[src/rtl/flash_cmd_decoder.sv]
module flash_cmd_decoder #(
  parameter int ADDR_W = 17,
  parameter int CMP_W  = 15,
  parameter logic [ADDR_W-1:0] BOOT_LAST = 'h1FFF,
  parameter logic [7:0] MFR_CODE = 8'h1F,
  parameter logic [7:0] DEV_CODE = 8'h17
) (
  input  logic              clk,
  input  logic              rst_n,
  input  logic              wr_en,
  input  logic [ADDR_W-1:0] wr_addr,
  input  logic [7:0]        wr_data,
  input  logic              busy,
  input  logic [ADDR_W-1:0] rd_addr,
  output logic [7:0]        id_data,
  output logic              prog_pulse,
  output logic [ADDR_W-1:0] prog_addr,
  output logic [7:0]        prog_data,
  output logic              erase_pulse,
  output logic              erase_keep_boot,
  output logic              lock_pulse,
  output logic              id_entry_pulse,
  output logic              id_exit_pulse,
  output logic              id_mode,
  output logic              boot_locked
);

  localparam logic [CMP_W-1:0] KEY_A = CMP_W'(16'h5555);
  localparam logic [CMP_W-1:0] KEY_B = CMP_W'(16'h2AAA);

  typedef enum logic [2:0] {
    IDLE, GOT_AA, GOT_55, WANT_DATA, GOT_80, GOT_AA2, GOT_55B
  } step_t;

  step_t state, state_nx;
  logic  p_prog, p_erase, p_lock, p_entry, p_exit;

  wire take    = wr_en && !busy;
  wire at_a    = wr_addr[CMP_W-1:0] == KEY_A;
  wire at_b    = wr_addr[CMP_W-1:0] == KEY_B;
  wire aa_a    = at_a && wr_data == 8'hAA;
  wire k55_b   = at_b && wr_data == 8'h55;
  wire is_f0   = wr_data == 8'hF0;
  wire in_boot = wr_addr <= BOOT_LAST;
  wire mis_nx  = aa_a;

  always_comb begin
    state_nx = state;
    p_prog   = 1'b0;
    p_erase  = 1'b0;
    p_lock   = 1'b0;
    p_entry  = 1'b0;
    p_exit   = 1'b0;
    if (take) begin
      if (state == WANT_DATA) begin
        p_prog   = !(boot_locked && in_boot);
        state_nx = IDLE;
      end else if (is_f0) begin
        p_exit   = 1'b1;
        state_nx = IDLE;
      end else begin
        state_nx = mis_nx ? GOT_AA : IDLE;
        case (state)
          IDLE:    if (aa_a) state_nx = GOT_AA;
          GOT_AA:  if (k55_b) state_nx = GOT_55;
          GOT_55:
            if (at_a) begin
              case (wr_data)
                8'hA0: state_nx = WANT_DATA;
                8'h80: state_nx = GOT_80;
                8'h90: begin p_entry = 1'b1; state_nx = IDLE; end
                default: ;
              endcase
            end
          GOT_80:  if (aa_a) state_nx = GOT_AA2;
          GOT_AA2: if (k55_b) state_nx = GOT_55B;
          GOT_55B:
            if (at_a) begin
              if (wr_data == 8'h10) begin p_erase = 1'b1; state_nx = IDLE; end
              else if (wr_data == 8'h40) begin p_lock = 1'b1; state_nx = IDLE; end
            end
          default: state_nx = IDLE;
        endcase
      end
    end
  end

  always_ff @(posedge clk) begin
    if (!rst_n) begin
      state           <= IDLE;
      prog_pulse      <= 1'b0;
      prog_addr       <= '0;
      prog_data       <= '0;
      erase_pulse     <= 1'b0;
      erase_keep_boot <= 1'b0;
      lock_pulse      <= 1'b0;
      id_entry_pulse  <= 1'b0;
      id_exit_pulse   <= 1'b0;
      id_mode         <= 1'b0;
      boot_locked     <= 1'b0;
    end else begin
      state           <= state_nx;
      prog_pulse      <= p_prog;
      erase_pulse     <= p_erase;
      erase_keep_boot <= p_erase && boot_locked;
      lock_pulse      <= p_lock;
      id_entry_pulse  <= p_entry;
      id_exit_pulse   <= p_exit;
      if (p_prog) begin
        prog_addr <= wr_addr;
        prog_data <= wr_data;
      end
      if (p_entry) id_mode <= 1'b1;
      else if (p_exit) id_mode <= 1'b0;
      if (p_lock) boot_locked <= 1'b1;
    end
  end

  always_comb begin
    id_data = 8'h00;
    if (id_mode) begin
      if (rd_addr == ADDR_W'(0)) id_data = MFR_CODE;
      else if (rd_addr == ADDR_W'(1)) id_data = DEV_CODE;
      else if (rd_addr == ADDR_W'(2)) id_data = {7'b0, boot_locked};
    end
  end

endmodule


[config.mk]
export PLATFORM = sky130hd
export DESIGN_NAME = flash_cmd_decoder
export DESIGN_NICKNAME = d
export VERILOG_FILES = /design/src/rtl/flash_cmd_decoder.sv
export SDC_FILE = /design/constraint.sdc
export NUM_CORES = 1
export LEC_CHECK = 0
export ABC_AREA = 1
export BUFFER_PORTS_ARGS = -buffer_cell sky130_fd_sc_hd__buf_2
export CAP_MARGIN = 20
export CORE_ASPECT_RATIO = 1.25
export CORE_MARGIN = 2
export CORE_UTILIZATION = 35
export CTS_BUF_LIST = sky130_fd_sc_hd__clkbuf_8
export DETAILED_ROUTE_END_ITERATION = 10
export PLACE_DENSITY = 0.7
export SYNTH_ARGS = -nofsm -noshare
export SYNTH_HDL_FRONTEND = slang
export SYNTH_SLANG_ARGS = --single-unit
[constraint.sdc]
create_clock -name clk -period 2.1 [get_ports clk]
set_input_delay 0.105 -clock clk [delete_from_list [all_inputs] [get_ports clk]]
set_output_delay 0.105 -clock clk [all_outputs]
set_load 0.01 [all_outputs]
Yosys cells after proc, flatten, opt, wreduce, memory -nomap -nowiden:

Index checks and enable logic that the tools add are counted.
W data, S select, Z words.

* flip-flop bits (word level): 36
* bits of input ports: 46

* order comparisons: 1
* eq/ne operators: 18
* mux-type cells: 43
* reductions and logical operators: 10

Operator list (number)
* $eq A8 B8 Y1 const B: 5
* $mux W1: 32
* $pmux W3 S6: 1
* $eq A17 B1 Y1 const B: 1
* $eq A17 B2 Y1 const B: 1
* $le A17 B13 Y1 const B: 1
* $logic_not A17 Y1: 1
* $eq A8 B7 Y1 const B: 2
* $eq A15 B14 Y1 const B: 1
* $eq A15 B15 Y1 const B: 1
* $mux W3: 5
* $mux W5: 3
* $eq A3 B3 Y1 const B: 3
* $pmux W3 S3: 1
* $eq A8 B5 Y1 const B: 1
* $eq A3 B2 Y1 const B: 2
* $logic_and A1 B1 Y1: 5
* $eq A3 B1 Y1 const B: 1
* $logic_not A3 Y1: 1
* $logic_not A1 Y1: 2
* $mux W2: 1
* $reduce_bool A2 Y1: 1

Longest topological paths before layout:

Gate-level depths: netlist of the first run.

* word-level depth: 9
* gate-level depth with buffers: 10
* mapped depth without buffers: 10

Least setup slack after synthesis of the first run:

No wires, ideal clock.

* path kind: reg2reg
* from: register state[1]
* to: register prog_addr[10]
* setup time: 0.116 ns
* arrival: 1.120 ns
* data required time: 1.984 ns
* slack: 0.864 ns
* cell stages (with the launch flop): 7
* clock period less this slack: 1.236 ns
* cell sequence: dfxtp_1 -> nand2_2 -> nor3_4 -> nand2_4 -> buf_6 -> o21ai_0 -> nor2_1

* longest elaborated chain between the ends: 3

RTL lines
* start: declaration: line 35 `step_t state, state_nx;`
* start signal: assignment: line 102 `state <= state_nx;`
* $eq A3 B2 Y1: line 55 `if (state == WANT_DATA) begin`
* $mux W1: line 55
* $mux W1: line 54 `if (take) begin`
* end signal: assignment: line 110 `prog_addr <= wr_addr;`
* end: declaration: line 17 `output logic [ADDR_W-1:0] prog_addr,`

Every way passes these cells.
A chain may end at the register's enable or synchronous reset.

Worst setup path in the final report of the first run:

* from: register state[1]
* to: register prog_data[0]

* longest elaborated chain between the ends: 3

RTL lines
* $eq A3 B2 Y1: line 55
* $mux W1: line 55
* $mux W1: line 54
* end signal: assignment: line 111 `prog_data <= wr_data;`
* end: declaration: line 18 `output logic [7:0] prog_data,`

Every way passes these cells.

==> summary.md, run 1 <==
| Metric | Value |
|---|---|
| 1st-iter DRT viols | `slightly below 100` |
| Final Max Tran Viols | `0` |
| Ys Warns | `0` |
| Post-cts sizing count | `0` |
| Avg Synthesized Cell Area | `about 7.0 µm²` |
| HPWL Detailed | `around 3.5 mm` |
| Commonest non-fill, non-tap cells in the layout | `buf_2 (83), nor2_1 (59), dfxtp_1 (36)` |
| Power per cell area | `573 mW/mm²` |
| Nature of the critical path endpoint | `flip-flop` |
| # setup viols final | `0` |
| Layout cells sized above 1 | `about 32%` |
| GRT Total Usage | `between 10% and 20%` |
| Die Height | `around 83 µm` |
| CP max FO | `34` |
| Worst path required time | `roughly 2300 ps` |
| Inserted Clock Buffers | `5` |
| Cells after Synth | `about 250` |
| Clock Skews | `~5.8 ps` |
| Min Tclk post-route | `1510 ps` |
| IO Pins | `87` |
| Fmax | `between 600 and 700 MHz` |
| Min-Delay Path Class | `in2reg` |
| H-tree depth | `2` |
| Hold-fix buffer count after cts | `0` |
| RD Place Congestion | `0.866` |
| Non-Filler Instances | `390` |
| Final worst-path cycle share | `slightly above 70%` |
| Pre-antenna DRT Iters | `4` |
| Rows | `28` |
| Post-synth top flop | `dfxtp_1` |
| Outcome | `finished, final reports clean` |
| Placed insts | `approximately 380` |
| Post-CTS Setup Bufs | `0` |
| Distinct cells, synth | `29` |
| First-pass GRT wire length | `a little under 7 mm` |
| Post-Syn Area | `around 0.0017 mm²` |
| CTS sink cnt | `36` |
| Critical Setup Path Class | `reg2reg` |
| Register area share after synthesis | `about two fifths` |
| Drt via density | `between 4 and 5` |
| Wire per inst | `approximately 11 µm` |
| Largest net degree at the start of global routing | `35` |
| Crit start category | `flip-flop` |
| Initial Util | `between 30 and 40%` |
| WHS | `88.8 ps` |
| Initial antenna violation count | `0` |
| EDFF count, synth | `0` |
| Clock root buffer | `clkbuf_8` |
| Total wire length | `approximately 4.5 mm` |
| Nets | `roughly 380` |
| Final ANT Viol Nets | `0` |
| Most common cell after layout, fill and taps aside | `buf_2` |
| GRT Residual Overflow | `0` |
| Hold Violations, Final | `0` |
| Via count | `approximately 1800` |
| DRC Markers | `0` |
| Die area | `0.00554 mm²` |
| Port bufs | `83` |
| Max IR drop VDD | `0.000346 V` |
| Fin util | `46.9%` |
| Clock transition at path regs | `70 ps` |
| Reg2reg setup slack | `between 500 and 600 ps` |
| Synth Register Bits | `36` |
| CTS max path bufs | `2` |
| Total of max-cap violations | `0` |
| CTS tree | `built` |
| Setup TNS | `0 ps` |
| Antenna diodes | `0` |
| Worst EP arrival | `1720 ps` |
| Area growth from synthesis to layout | `28.7%` |
| Vias in the first global route | `1682` |
| Placed Area | `between 0.002 and 0.0025 mm²` |
| Core Box Area | `roughly 0.0048 mm²` |
| Design area | `0.00223 mm²` |
| Die Width | `67.0 µm` |
| RSZ-0062 raised after global routing | `false` |
| Leakage power | `1.08 nW` |
| Clock latency on the worst-skew pair | `~290 ps` |
| Post-synth ARST share | `0%` |
[metal layers]
| layer | routed length [µm] | track usage (%) | up-vias |
|---|---|---|---|
| met2 | 2160 | 28.2 | 65 |
| met1 | 1920 | 19.0 | 818 |
| li1 | - | - | 955 |
| met3 | 308 | 3.52 | 10 |
| met5 | 0 | 0 | - |
| met4 | 82 | 6.73 | 0 |
[synthesized netlist by cell type (3+ instances only)]
cell type / n / share of area (%)
a21oi_2: 7 / 3.5
nor2_1: 59 / 13
nand3_1: 13 / 3.7
a21oi_1: 9 / 2.6
buf_6: 3 / 1.9
o21ai_0: 17 / 4.9
nand2_1: 35 / 7.6
nand4_1: 5 / 1.8
nor4_1: 5 / 1.8
buf_4: 5 / 2.2
inv_1: 25 / 5.4
nor3_1: 7 / 2.0
dfxtp_1: 36 / 42
o21ai_1: 6 / 1.7
[sequential cells by signal, indices dropped and copies added, names as in the netlist]
name and flops:
lock_pulse 1, prog_data 8, erase_pulse 1, erase_keep_boot 1, prog_pulse 1, id_entry_pulse 1
boot_locked 1, id_mode 1, state 3, id_exit_pulse 1, prog_addr 17
[area by class of cell]
cell class,count,area (µm²)
fillers,515,2530
clock buffers,5,68.8
clock inverters,3,18.8
well taps,60,75.1
repair buffers,84,423
inverters,28,110
flip-flops and latches,36,721
multi-input cells,174,817
[path summary, 6_finish.rpt]
kind,start,to,cells after the start
setup / recovery,state[1]$_SDFFE_PN0P_,prog_data[0]$_SDFFE_PN0P_,6
hold / removal,wr_addr[15],prog_addr[15]$_SDFFE_PN0P_,3
hold reg to reg,prog_addr[14]$_SDFFE_PN0P_,prog_addr[14]$_SDFFE_PN0P_,2
setup reg to reg,state[1]$_SDFFE_PN0P_,prog_data[0]$_SDFFE_PN0P_,6
[metrics by stage]
stage | setup slack (ps) | total power, W
2_1_floorplan | 864 | 0.000750
3_3_place_gp | 671 | 0.000809
5_1_grt | 416 | 0.00134
4_1_cts | 584 | 0.00129
6_report | 593 | 0.00128
3_5_place_dp | 598 | 0.000810
[power by group]
| group | total [W] | switching [W] | leakage (nW) | internal [W] |
|---|---|---|---|---|
| sequential | 0.000682 | 0.00000000281 | 0.290 | 0.000682 |
| combinational | 0.000113 | 0.0000668 | 0.744 | 0.0000465 |
| clock | 0.000484 | 0.000253 | 0.0479 | 0.000231 |
[critical path, cell delays in order, from the launching register on]
cell and delay (ps):
dfxtp_1 410, nand2_2 130, nor3_4 250, nand2_4 170, inv_6 250, o21ai_0 110
a21oi_1 110
[logic make-up after synthesis]
kind of cell           after synthesis  synth area share [%]
AO/OA/AOI/OAI                       42                  14.1
buffers and inverters               39                  11.8
flip-flops                          36                  41.5
other                                1                 0.216
AND/OR/NAND/NOR                    129                  32.4
No activity file was read; power rests on OpenSTA's default activity.
==> run 2: changes to the inputs <==
PLACE_DENSITY = 0.72   (was 0.7)
clock period = 1.37 ns   (was 2.1 ns; I/O delays follow)
==> summary.md, run 2 (synthesis results as in run 1) <==
| Metric | Value |
|---|---|
| Outcome | `finished, final reports clean` |
| DRC Markers | `0 (unchanged)` |
| Number of flip-flops in the largest register | `17 (unchanged)` |
| Drt via density | `4.63 (-2.3%)` |
| 1st-iter DRT viols | `90 (-8.2%)` |
| Fmax | `~760 MHz` |
| Critical Setup Path Class | `reg2out` |
| Pre-CTS setup slack | `12.1 ps (-586 ps)` |
| Crit start category | `flip-flop` |
| Die area | `0.00554 mm² (unchanged)` |
| Clock transition at path regs | `70 ps (about the same)` |
| Crit-path leading delay family | `flip-flops` |
| CTS max path bufs | `2 (unchanged)` |
| Port bufs | `83 (unchanged)` |
| Initial Util | `36.4% (unchanged)` |
| Commonest non-fill, non-tap cells in the layout | `buf_2 (83), nor2_1 (57), nand2_1 (34), dfxtp_1 (34), inv_1 (26)` |
| Max IR drop VDD | `0.000554 V (+60%)` |
| Total wire length | `4.55 mm (+1.7%)` |
| # setup viols final | `0 (unchanged)` |
| CTS tree | `built` |
| Total of max-cap violations | `0 (unchanged)` |
| Comb power frac | `9.4% (+0.5 points)` |
| CP max FO | `3 (-91%)` |
| Crit path buf inv count | `2 (+1)` |
| Pre-antenna DRT Iters | `4 (unchanged)` |
| Cells along the critical path | `nand2_2 -> nor4_2 -> inv_1 -> nor3_1 -> buf_2` |
| Final ANT Viol Nets | `0 (unchanged)` |
| RSZ-0062 raised after global routing | `true` |
| Die Height | `82.7 µm (unchanged)` |
| Final worst-path cycle share | `between 90% and 100%` |
| Nature of the critical path endpoint | `output port` |
| Area of the multi-input gates | `843 µm² (+3.2%)` |
| Wire per inst | `11.5 µm (+0.41%)` |
| Layout cells sized above 1 | `35.8% (+3.4 points)` |
| Largest stage delay, worst path | `350 ps (-60 ps)` |
| Fill cell count | `525 (+1.9%)` |
| IO Pins | `87 (unchanged)` |
| First-pass GRT wire length | `6.75 mm (-2.2%)` |
| Cells on worst reg2reg path | `6 (unchanged)` |
| Switch Pwr | `0.000453 W (+42%)` |
| Pint | `0.00146 W (+52%)` |
| Min Tclk post-route | `1320 ps` |
| Sw Share | `23.7% (-1.3 points)` |
| Hold depth | `3 (unchanged)` |
| Largest regs | `prog_addr (17), prog_data (8), state (3)` |
| Antenna diodes | `0 (unchanged)` |
| Worst EP arrival | `1250 ps (-470 ps)` |
| Area growth from synthesis to layout | `33.0%` |
| Worst path required time | `1300 ps (-1020 ps)` |
| FF+latch area | `723 µm² (+0.35%)` |
| Leakage power | `1.12 nW (+3.2%)` |
| Min-Delay Path Class | `in2reg` |
| GRT Residual Overflow | `0 (unchanged)` |
| H-tree depth | `2 (unchanged)` |
| Largest net degree at the start of global routing | `35 (unchanged)` |
| Initial antenna violation count | `0 (unchanged)` |
| Vias in the first global route | `1620 (-3.7%)` |
| Share of power burned in registers | `54.7% (+1.4 points)` |
| Most common cell after layout, fill and taps aside | `buf_2` |
| Slowest cell on the critical path | `dfxtp_2` |
| Hold Violations, Final | `0 (unchanged)` |
| Clock Skews | `4.37 ps (-1.47 ps)` |
| GRT Total Usage | `16.0% (-0.15 points)` |
| RD Place Congestion | `0.881 (+1.8%)` |
| Final Max Tran Viols | `0 (unchanged)` |
| Die Width | `67.0 µm (unchanged)` |
| Clock latency on the worst-skew pair | `280 ps (about the same)` |
| Power Total | `0.00191 W (+50%)` |
| Rows | `28 (unchanged)` |
| CTS sink cnt | `36 (unchanged)` |
| Clock power frac | `35.9% (-1.9 points)` |
| Core Box Area | `0.00476 mm² (unchanged)` |
| Worst path depth | `5 (-1)` |
| Power per cell area | `829 mW/mm² (+45%)` |
| Inserted Clock Buffers | `5 (unchanged)` |
| Reg with most FFs | `prog_addr` |
| Nets | `381 (+1.6%)` |
| HPWL Detailed | `3.55 mm (+1.5%)` |
| Setup ws final | `47.0 ps (-546 ps)` |
| WHS | `50.7 ps (-38.1 ps)` |
| Clock root buffer | `clkbuf_8` |
| Via count | `1829 (-1.0%)` |
[run 2: cell count changes in the layout (fill, tap and decap cells not counted), sizes merged]
cell and change:
clkinv -1, buf +6
[run 2: power by group through the flow]
stage | sequential, W | combinational, W | clock [W]
after floorplan | 0.00107 | 0.0000795 | 0
after global placement | 0.00107 | 0.000175 | 0
after detailed placement | 0.00107 | 0.000176 | 0
after CTS | 0.00105 | 0.000177 | 0.000708
after global routing | 0.00105 | 0.000204 | 0.000764
final | 0.00105 | 0.000180 | 0.000686
[run 2: worst paths after layout]
| path | from | slack (ps) | endpoint |
|---|---|---|---|
| min reg2reg | prog_addr[15]$_SDFFE_PN0P_ | 470 | prog_addr[15]$_SDFFE_PN0P_ |
| min | wr_addr[16] | 50 | prog_addr[16]$_SDFFE_PN0P_ |
| max | id_mode$_SDFFE_PN0P_ | 50 | id_data[3] |
| max reg2reg | state[1]$_SDFFE_PN0P_ | 80 | prog_addr[3]$_SDFFE_PN0P_ |
[run 2: what timing repair did]
| item | in CTS | in global routing |
|---|---|---|
| pin swaps | 1 | 2 |
| setup endpoints to repair | 8 | 26 |
| hold buffers | 0 | 0 |
| setup buffers | 0 | 2 |
| resized for setup | 3 | 13 |
[run 2: metrics by stage]
stage | instances | TNS, ps | util, % | area [µm²]
after CTS | 393 | 0 | 47.4 | 2260
after detailed placement | 386 | 0 | 45.7 | 2180
after floorplan | 249 | 0 | - | 1740
after global placement | 386 | 0 | 45.7 | 2180
final | 395 | 0 | 48.5 | 2310
after global routing | 395 | -321 | 48.5 | 2310
[run 2: worst min-delay path, delay by kind of cell]
family	cells	cell delay, ps
buffers and inverters	1	90
AOI/OAI and AO/OA	1	70
and+or+nand+nor	1	70
[run 2: layout make-up]
cell class,count,area share (%)
Timing Repair Buffer,90,20.4
Sequential cell,36,31.3
Tap cell,60,3.25
Clock buffer,5,2.98
Clock inverter,2,0.379
Multi-Input combinational cell,174,36.5
Inverter,28,5.09
[run 2: layer usage]
layer  GRT usage [%]  share of wire (%)
met1            17.6                 42
met2            29.5                 52
met3            3.93                4.8
met4            5.71                1.1
met5               0                  0
